--- config.mk ---
export PLATFORM = sky130hd
export DESIGN_NAME = spl_bank_top
export DESIGN_NICKNAME = d
export VERILOG_FILES = /design/src/rtl/spl_pkg.sv /design/src/rtl/spl_addr_decode.sv /design/src/rtl/spl_lock_core.sv /design/src/rtl/spl_resp_reg.sv /design/src/rtl/spl_bank_top.sv
export SDC_FILE = /design/constraint.sdc
export NUM_CORES = 1
export LEC_CHECK = 0
export ABC_AREA = 0
export BUFFER_PORTS_ARGS = -buffer_cell sky130_fd_sc_hd__buf_2
export CAP_MARGIN = 0
export CORE_UTILIZATION = 48
export DETAILED_ROUTE_END_ITERATION = 8
export PLACE_DENSITY = 0.88
export SYNTH_ARGS = -nofsm -noshare
export SYNTH_HDL_FRONTEND = slang
export SYNTH_SLANG_ARGS = --single-unit
--- constraint.sdc ---
create_clock -name clk -period 3 [get_ports clk]
set_clock_uncertainty 0.05 [all_clocks]
set_input_delay 0.15 -clock clk [delete_from_list [all_inputs] [get_ports clk]]
set_output_delay 0.15 -clock clk [all_outputs]
set_load 0.05 [all_outputs]
--- src/rtl/spl_pkg.sv ---
package spl_pkg;

  localparam int SPL_DATA_W     = 32;
  localparam int SPL_STATUS_OFF = 'h014;
  localparam int SPL_LOCK_BASE  = 'h800;
  localparam int SPL_COUNT_LSB  = 24;
  localparam int SPL_GROUP      = 32;

  typedef enum logic [1:0] {
    SPL_UNMAPPED = 2'd0,
    SPL_STATUS   = 2'd1,
    SPL_LOCK     = 2'd2
  } spl_region_e;

  function automatic logic [SPL_DATA_W-1:0] spl_status_word(input int num_locks);
    logic [SPL_DATA_W-1:0] w;
    w = '0;
    w[SPL_COUNT_LSB +: 8] = 8'(num_locks / SPL_GROUP);
    return w;
  endfunction

endpackage

--- src/rtl/spl_addr_decode.sv ---
module spl_addr_decode
  import spl_pkg::*;
#(
  parameter int ADDR_W    = 12,
  parameter int NUM_LOCKS = 32,
  localparam int LIDX_W   = $clog2(NUM_LOCKS)
) (
  input  logic [ADDR_W-1:0] addr_i,
  output spl_region_e       region_o,
  output logic [LIDX_W-1:0] idx_o
);

  localparam logic [ADDR_W-1:0] STATUS_A = ADDR_W'(SPL_STATUS_OFF);
  localparam logic [ADDR_W-1:0] BASE_A   = ADDR_W'(SPL_LOCK_BASE);

  logic [ADDR_W-1:0] rel;
  logic              above_base;
  logic              in_window;

  always_comb begin
    rel        = addr_i - BASE_A;
    above_base = (addr_i >= BASE_A);
    in_window  = above_base && (rel[1:0] == 2'b00)
                 && (rel[ADDR_W-1:LIDX_W+2] == '0);
    idx_o      = rel[LIDX_W+1:2];
    if (addr_i == STATUS_A)
      region_o = SPL_STATUS;
    else if (in_window)
      region_o = SPL_LOCK;
    else
      region_o = SPL_UNMAPPED;
  end

endmodule

--- src/rtl/spl_lock_core.sv ---
module spl_lock_core
  import spl_pkg::*;
#(
  parameter int NUM_PORTS = 2,
  parameter int NUM_LOCKS = 32,
  localparam int LIDX_W   = $clog2(NUM_LOCKS)
) (
  input  logic                                 clk,
  input  logic                                 rst,
  input  logic [NUM_PORTS-1:0]                 req_i,
  input  logic [NUM_PORTS-1:0]                 we_i,
  input  logic [NUM_PORTS-1:0]                 wzero_i,
  input  spl_region_e                          region_i [NUM_PORTS],
  input  logic [NUM_PORTS-1:0][LIDX_W-1:0]     idx_i,
  output logic [NUM_PORTS-1:0][SPL_DATA_W-1:0] rdata_d_o,
  output logic [NUM_PORTS-1:0]                 rvalid_d_o,
  output logic [NUM_LOCKS-1:0]                 state_o
);

  localparam logic [SPL_DATA_W-1:0] STATUS_WORD = spl_status_word(NUM_LOCKS);

  logic [NUM_LOCKS-1:0] state_q;
  logic [NUM_LOCKS-1:0] state_n;

  // Ports are folded in ascending order; each sees the lower ports' effect.
  always_comb begin
    state_n   = state_q;
    rdata_d_o = '0;
    for (int p = 0; p < NUM_PORTS; p++) begin
      rvalid_d_o[p] = req_i[p] && !we_i[p];
      if (req_i[p]) begin
        unique case (region_i[p])
          SPL_LOCK: begin
            if (!we_i[p]) begin
              rdata_d_o[p]          = {{(SPL_DATA_W-1){1'b0}}, state_n[idx_i[p]]};
              state_n[idx_i[p]]     = 1'b1;
            end else if (wzero_i[p]) begin
              state_n[idx_i[p]]     = 1'b0;
            end
          end
          SPL_STATUS: begin
            if (!we_i[p]) rdata_d_o[p] = STATUS_WORD;
          end
          default: ;
        endcase
      end
    end
  end

  always_ff @(posedge clk) begin
    if (rst) state_q <= '0;
    else     state_q <= state_n;
  end

  assign state_o = state_q;

endmodule

--- src/rtl/spl_resp_reg.sv ---
module spl_resp_reg
  import spl_pkg::*;
(
  input  logic                  clk,
  input  logic                  rst,
  input  logic                  rvalid_d_i,
  input  logic [SPL_DATA_W-1:0] rdata_d_i,
  output logic                  rvalid_o,
  output logic [SPL_DATA_W-1:0] rdata_o
);

  always_ff @(posedge clk) begin
    if (rst) begin
      rvalid_o <= 1'b0;
      rdata_o  <= '0;
    end else begin
      rvalid_o <= rvalid_d_i;
      rdata_o  <= rvalid_d_i ? rdata_d_i : '0;
    end
  end

endmodule

--- src/rtl/spl_bank_top.sv ---
module spl_bank_top
  import spl_pkg::*;
#(
  parameter int NUM_PORTS = 2,
  parameter int NUM_LOCKS = 32,
  parameter int ADDR_W    = 12
) (
  input  logic                            clk,
  input  logic                            rst,
  input  logic [NUM_PORTS-1:0]            bus_req,
  input  logic [NUM_PORTS-1:0]            bus_we,
  input  logic [NUM_PORTS*ADDR_W-1:0]     bus_addr,
  input  logic [NUM_PORTS*SPL_DATA_W-1:0] bus_wdata,
  output logic [NUM_PORTS-1:0]            bus_rvalid,
  output logic [NUM_PORTS*SPL_DATA_W-1:0] bus_rdata
);

  localparam int LIDX_W = $clog2(NUM_LOCKS);

  spl_region_e                          region   [NUM_PORTS];
  logic [NUM_PORTS-1:0][LIDX_W-1:0]     idx;
  logic [NUM_PORTS-1:0]                 wzero;
  logic [NUM_PORTS-1:0][SPL_DATA_W-1:0] rdata_d;
  logic [NUM_PORTS-1:0]                 rvalid_d;
  logic [NUM_LOCKS-1:0]                 lock_state;

  for (genvar p = 0; p < NUM_PORTS; p++) begin : g_port
    spl_addr_decode #(
      .ADDR_W   (ADDR_W),
      .NUM_LOCKS(NUM_LOCKS)
    ) dec_i (
      .addr_i  (bus_addr[p*ADDR_W +: ADDR_W]),
      .region_o(region[p]),
      .idx_o   (idx[p])
    );

    assign wzero[p] = (bus_wdata[p*SPL_DATA_W +: SPL_DATA_W] == '0);

    spl_resp_reg resp_i (
      .clk       (clk),
      .rst       (rst),
      .rvalid_d_i(rvalid_d[p]),
      .rdata_d_i (rdata_d[p]),
      .rvalid_o  (bus_rvalid[p]),
      .rdata_o   (bus_rdata[p*SPL_DATA_W +: SPL_DATA_W])
    );
  end

  spl_lock_core #(
    .NUM_PORTS(NUM_PORTS),
    .NUM_LOCKS(NUM_LOCKS)
  ) core_i (
    .clk       (clk),
    .rst       (rst),
    .req_i     (bus_req),
    .we_i      (bus_we),
    .wzero_i   (wzero),
    .region_i  (region),
    .idx_i     (idx),
    .rdata_d_o (rdata_d),
    .rvalid_d_o(rvalid_d),
    .state_o   (lock_state)
  );

endmodule

Yosys cells after proc, flatten, opt, wreduce, memory -nomap -nowiden
Cells that the tools add are included.
{ "word_totals": {"register_bits": 98, "inputBits": 94} }
{ "classes": {"add_sub_neg": 2, "order_cmp": 6, "eq_ne": 6, "n_mux": 26, "n_bitwise": 10, "reduce_logical": 18} }
{ "ops": {"columns": ["cell", "n"], "rows": [
  ["two-way mux 32 bit", 8],
  ["case mux 32 bit (2 select lines)", 2],
  ["bitwise AND 32 bit", 2],
  ["zero test 32 bit", 2],
  ["inverter 32 bit", 2],
  ["bitwise OR 32 bit", 2],
  ["two-way mux 25 bit", 2],
  ["equality test 12 x 5 -> 1 bit, second input constant", 2],
  [">= comparator 12 bit, second input constant", 2],
  ["subtractor 12 bit, second input constant", 2],
  ["< comparator 5 x 6 -> 1 bit, second input constant", 2],
  ["binary-select mux 1 bit (select 5 bit)", 2],
  ["demux 1 bit (select 5 bit)", 2],
  [">= comparator 5 x 1 -> 1 bit, second input constant", 2],
  ["zero test 5 bit", 2],
  ["logical AND 1 bit", 8],
  ["two-way mux 2 bit", 4],
  ["two-way mux 1 bit", 6],
  ["OR reduction 3 bit", 2],
  ["equality test 2 x 1 -> 1 bit, second input constant", 2],
  ["equality test 2 bit, second input constant", 2],
  ["zero test 2 bit", 2],
  ["inverter 1 bit", 4],
  ["zero test 1 bit", 2]
]} }

Depth between registers and ports, before layout
{ "depth": {"word_depth": 16, "depth_mapped": 10, "ltp_nobuf": 8} }

Cells and area by module
A second synthesis with hierarchy kept.
{ "hier_totals": {"hier_cells": 584, "area_unflattened_um2": 5247.5} }
{ "modules_own_cells": {"columns": ["module", "instances", "cells_per_inst", "area_each_um2", "seq_area_each_um2"], "rows": [
  ["spl_lock_core", 1, 394, 2970.3, 640.6],
  ["spl_resp_reg", 2, 72, 977.2, 660.6],
  ["spl_addr_decode", 2, 12, 88.8, 0.0],
  ["spl_bank_top", 1, 22, 145.1, 0.0]
]} }

Worst setup path before layout
No wires, ideal clock.
{ "synth_path": {"kind": "input port to flip-flop", "from": "input port bus_addr[1]", "to": "register g_port[1].resp_i.rdata_o[0]", "setup_time_ns": 0.137, "arrival_time_ns": 2.166, "setup_slack_ns": 0.647, "stages": 10, "path_cell_list": "nor4_2 -> nand3_1 -> or4_1 -> buf_2 -> buf_6 -> or2_1 -> o21ai_1 -> o31ai_1 -> a221oi_2 -> a311oi_2"} }
{ "synth_via": {"elab_chain_cells": 15, "word_cells_on_any_way": 26, "classes_between": "add/sub: 1; order compare: 3; eq/ne: 2; mux: 12; bitwise: 3; reduce/logical: 5"} }
{ "synth_lines": {"columns": ["item", "line", "text"], "rows": [
  ["start, declared", "spl_bank_top.sv:12", "input logic [NUM_PORTS*ADDR_W-1:0] bus_addr,"],
  ["subtractor 12 bit", "spl_addr_decode.sv:21", "rel = addr_i - BASE_A;"],
  ["< comparator 5 x 6 -> 1 bit (implied by the code) / >= comparator 5 x 1 -> 1 bit (equally long branches)", "spl_lock_core.sv:36, spl_lock_core.sv:38", null],
  ["logical AND 1 bit (implied by the code)", "spl_lock_core.sv:36, spl_lock_core.sv:38", null],
  ["two-way mux 1 bit (implied by the code)", "spl_lock_core.sv:36, spl_lock_core.sv:38", null],
  ["demux 1 bit (select 5 bit)", null, null],
  ["inverter 32 bit (no source line)", null, null],
  ["bitwise AND 32 bit (no source line)", null, null],
  ["two-way mux 32 bit", "spl_lock_core.sv:37", "end else if (wzero_i[p]) begin"],
  ["two-way mux 32 bit", "spl_lock_core.sv:34", "if (!we_i[p]) begin"],
  ["two-way mux 32 bit *", "spl_lock_core.sv:32", "unique case (region_i[p])"],
  ["two-way mux 32 bit *", "spl_lock_core.sv:31", "if (req_i[p]) begin"],
  ["binary-select mux 1 bit (select 5 bit) *", "spl_lock_core.sv:35", "rdata_d_o[p] = {{(SPL_DATA_W-1){1'b0}}, state_n[idx_i[p]]};"],
  ["two-way mux 1 bit (implied by the code) *", "spl_lock_core.sv:35", null],
  ["two-way mux 1 bit *", "spl_lock_core.sv:34", null],
  ["case mux 32 bit (2 select lines) *", "spl_lock_core.sv:32", null],
  ["end signal, assigned", "spl_resp_reg.sv:18", "rdata_o <= rvalid_d_i ? rdata_d_i : '0;"],
  ["end, declared", "spl_resp_reg.sv:9", "output logic [SPL_DATA_W-1:0] rdata_o"]
]} }
Mark *: on every way between the ends. The rest lies on a longest branch, timed or not. The select of a mux whose other input is x is not followed.
A chain may end at the register's enable or synchronous reset.

Worst setup path in the final report
Same ends and word-level chain as after synthesis.

==> results <==
- For this design, the sink count on the clock tree is 38.
- The total count of max-transition violations in the final report is 0.
- The relative area change from synthesis to final layout is 12.08%.
- The run finished, with violations left.
- The effective utilization at floorplan is 0.4939.
- The net count of the finished layout is 640.
- The fill cell total of the finished layout is 719.
- The compound-gate portion of the synthesized area is 0.3076.
- The highest clock rate is roughly 0.38 GHz.
- The wire length of the first global-routing pass is 20290 microns.
- In this run the most critical hold path is launched from bus_we[1].
- The register-to-register path setup slack is roughly 1.1 ns.
- The worst slack on hold paths is -0.001620 ns.
- The path with the worst hold slack has its endpoint at g_port[1].resp_i.rvalid_o.
- Clock-pin slew was measured on the worst setup and hold paths at 0.09 ns.
- The width of the chip is ~88 microns.
- In this run, synthesis produced a sequential element count of 38.
- The worst slew slack as a fraction of its limit is 0.4660.
- The most used flip-flop cell after synthesis is dfxtp_1.
- The clock network latency to the later pin of the worst-skew pair is 0.30 ns.
- The number of antenna violations at the first check in global routing is 0.
- STA puts the critical path data required time at 3.12 ns.
- The hold violation total from the final report is 1.
- In the synthesized netlist the async set-or-reset flop fraction comes to 0.
- The total power per unit cell area is between 300 and 400 nW/um^2.
- The most common cell after layout, fill and taps aside is buf_2.
- For this run, the detailed router's first-pass iteration total came to 5.
- Of the total synthesized cell area, the portion taken by AND, OR, NAND and NOR gates is 0.2489.
- The top cell types in the final layout, fill and taps aside, are buf_2 (99), conb_1 (60), dfxtp_1 (38).
- For this run, the number of Yosys warnings is 0.
- For the final routed database, the setup TNS stands at 0 ns.
- The number of resized instances in the post-cts repair step is 0.
- Setup repair after global routing left no endpoint under its margin.
- The number of enable flip-flop cells after synthesis is 0.
- The post-synthesis share of cell area spent on xor and xnor gates is 0.002458.
- In this run the cell area of the synthesized design comes to 3563 sq um.
- The die covers 7772 sq um.
- The share of post-route cells with drive strength above 1 is 0.2724.
- Each instance of the synthesized netlist takes up on average 7.730 sq um.
- In this run the remaining antenna-violating nets after routing total 0.
- The core region area is around 7000 sq um.
- STA classifies the critical path startpoint as an input port.
- The total clock buffers created by CTS is 5.
- In this run the count of I/O pins placed on the die edge is 160.
- For this run the aggregate overflow at the end of global routing stands at 0.
- In this run, the number of DRC markers left after iteration 0 of detailed routing was 481.
- The portion of the post-synthesis area used by sequential elements is 0.2135.
- Across the whole layout, storage elements account for about 760 sq um.
- The number of remaining DRC errors is 0.
- The transition time at the pin with the least slew margin is 0.7948 ns.
- In this run the number of H-tree levels came out at 2.
- In this run the worst hold path is classified as in -> reg.
- The netlist uses 73 different library cells.
- The number of cells on the worst reg-to-reg path is 4.
- In this run the tool buffered the top-level ports with about 100 buffer cells.
- For this run, the total global-route usage over all layers was measured as 0.3520.
- Max-cap violations in this run came to 0.
- The number of diodes added for antenna fixing is 0.
- The maximum number of pins on one net before global-route repair is 27.
- The routed design could run at a clock period as short as around 2.6 ns.
- The ratio of final minimum period to clock period is 0.8779.
- The routability congestion estimate is 0.9966.
- Setup violations remaining at the end of the flow were counted as 0.
- For this block, the routed nets add up to between 10000 and 15000 microns of wire.
- The endpoint arrival time on the critical path is about 2.8 ns.
- The detail-routed net length per standard cell is between 20 and 25 microns.
- The number of stages on the worst hold path is 2.
- TritonCTS built the clock tree.
- The worst setup path is captured at a flop.
- After synthesis, the largest family of logic cells by area is compound AO/OA/AOI/OAI gates.
- The type of the setup path with the least slack is in -> reg.
- The peak supply drop is 0.0001907 V.
- After synthesis, the share of cell area in mux cells is 0.05337.
- The initialized floorplan defines 31 standard-cell rows.
- The checks that failed: hold timing.
- After legalization and detailed placement, the total HPWL measured 9847 microns.
- At the end of the flow the core is filled with cells to 0.5536.
- The critical register-to-register path startpoint is core_i.state_o[19].
- Detailed routing inserted a total of 4129 vias.
- In the final layout, the multi-input gates occupy 2407 sq um.
- Summed over all cells, the static leakage comes to roughly 1.5 nW.
- In this run the critical register-to-register path is captured at g_port[0].resp_i.rdata_o[0].
- Measured along the y axis, the die boundary spans 88.16 microns.
- After detailed routing, the number of vias per cell comes to 6.392.
- Of the total synthesized cell area, the portion taken by full adders, half adders and majority gates is 0.
- The via count of the first global-routing pass is 3892.
- The gate count of the mapped netlist is 461.
- In this run the worst path has a maximum fanout of 11.
- The cell at the root of the clock tree is clkbuf_8.
- The clock passes through at most 2 buffers.
[worst max path at each step]
stage | startpoint | to | slack (ns) | cells past startpoint
finish | bus_addr[1] | g_port[1].resp_i.rdata_o[0] | 0.37 | 10
CTS | bus_addr[1] | g_port[1].resp_i.rdata_o[0] | 0.42 | 10
global placement | bus_wdata[2] | g_port[1].resp_i.rdata_o[0] | 0.14 | 10
detailed placement | bus_addr[1] | g_port[1].resp_i.rdata_o[0] | 0.13 | 10
global route | bus_addr[1] | g_port[1].resp_i.rdata_o[0] | 0.30 | 10
floorplan | bus_addr[1] | g_port[1].resp_i.rdata_o[0] | 0.65 | 10
[layout make-up]
cell class | instances | share of cell area
Multi-Input combinational cell | 385 | 0.6028
Sequential cell | 38 | 0.1905
Clock inverter | 2 | 0.003133
Clock buffer | 6 | 0.02068
Timing Repair Buffer | 111 | 0.1472
Inverter | 5 | 0.004699
Tap cell | 99 | 0.03102
[cell usage after synthesis (all sizes together), types with 12 or more instances]
master	count	area share
a21oi	20	0.029
buf	71	0.15
clkbuf	21	0.022
dfxtp	38	0.21
nand2	36	0.038
nor2	37	0.046
nor3	15	0.021
nor4	18	0.035
o21ai	29	0.041
o22ai	13	0.023
o31a	12	0.029
[power breakdown]
part	internal [W]	leakage (nW)	switching [W]
logic	0.0000881	1.17	0.000312
registers	0.000505	0.306	0.000000240
clock network	0.000185	0.0472	0.000206
total	0.000778	1.53	0.000519
[state kept, by name, indices dropped and copies added, names as in the netlist]
register / cells
core_i.state_o: 32
g_port.resp_i.rdata_o: 4
g_port.resp_i.rvalid_o: 2
[timing repair]
action	CTS	global route
setup buffers	0	0
endpoints found under the hold margin	1	0
hold buffers	1	0
[per-layer routing]
| metal | vias up | routed length [microns] | track usage | share of wire |
|---|---|---|---|---|
| met4 | 0 | 725 | 0.2067 | 0.054 |
| met2 | 359 | 6052 | 0.5685 | 0.45 |
| li1 | 1817 | - | - | - |
| met5 | - | 0 | 0 | 0 |
| met3 | 73 | 1743 | 0.09048 | 0.13 |
| met1 | 1880 | 5023 | 0.4213 | 0.37 |
[through the flow]
stage / hold WS, ns / cell area, sq um / std cells / total power, W / setup WS [ns]
2_1_floorplan: 0.1759 / 3785 / 520 / 0.0008595 / 0.6472
3_3_place_gp: 0.3034 / 3889 / 637 / 0.0009054 / 0.1397
3_5_place_dp: 0.3041 / 3889 / 637 / 0.0009072 / 0.1316
4_1_cts: 0.005097 / 3994 / 646 / 0.001286 / 0.4220
5_1_grt: 0.01099 / 3994 / 646 / 0.001337 / 0.3032
6_report: -0.001620 / 3994 / 646 / 0.001297 / 0.3663
[critical path: stages]
cell and delay [ns]:
buf_2 0.11, nor4_2 0.40, nand3_1 0.15, or4_1 0.51, buf_4 0.21, or2_1 0.30, o21ai_0 0.17, o21ai_0 0.19
a221oi_2 0.40, a311oi_2 0.15
[cell families after synthesis]
kind of cell	Yosys count
AND/OR/NAND/NOR	165
AO/OA/AOI/OAI	150
flip-flops	38
buffers and inverters	97
multiplexers	9
XOR/XNOR	1
other	1
Note: power is estimated with default switching activity, not from simulation.
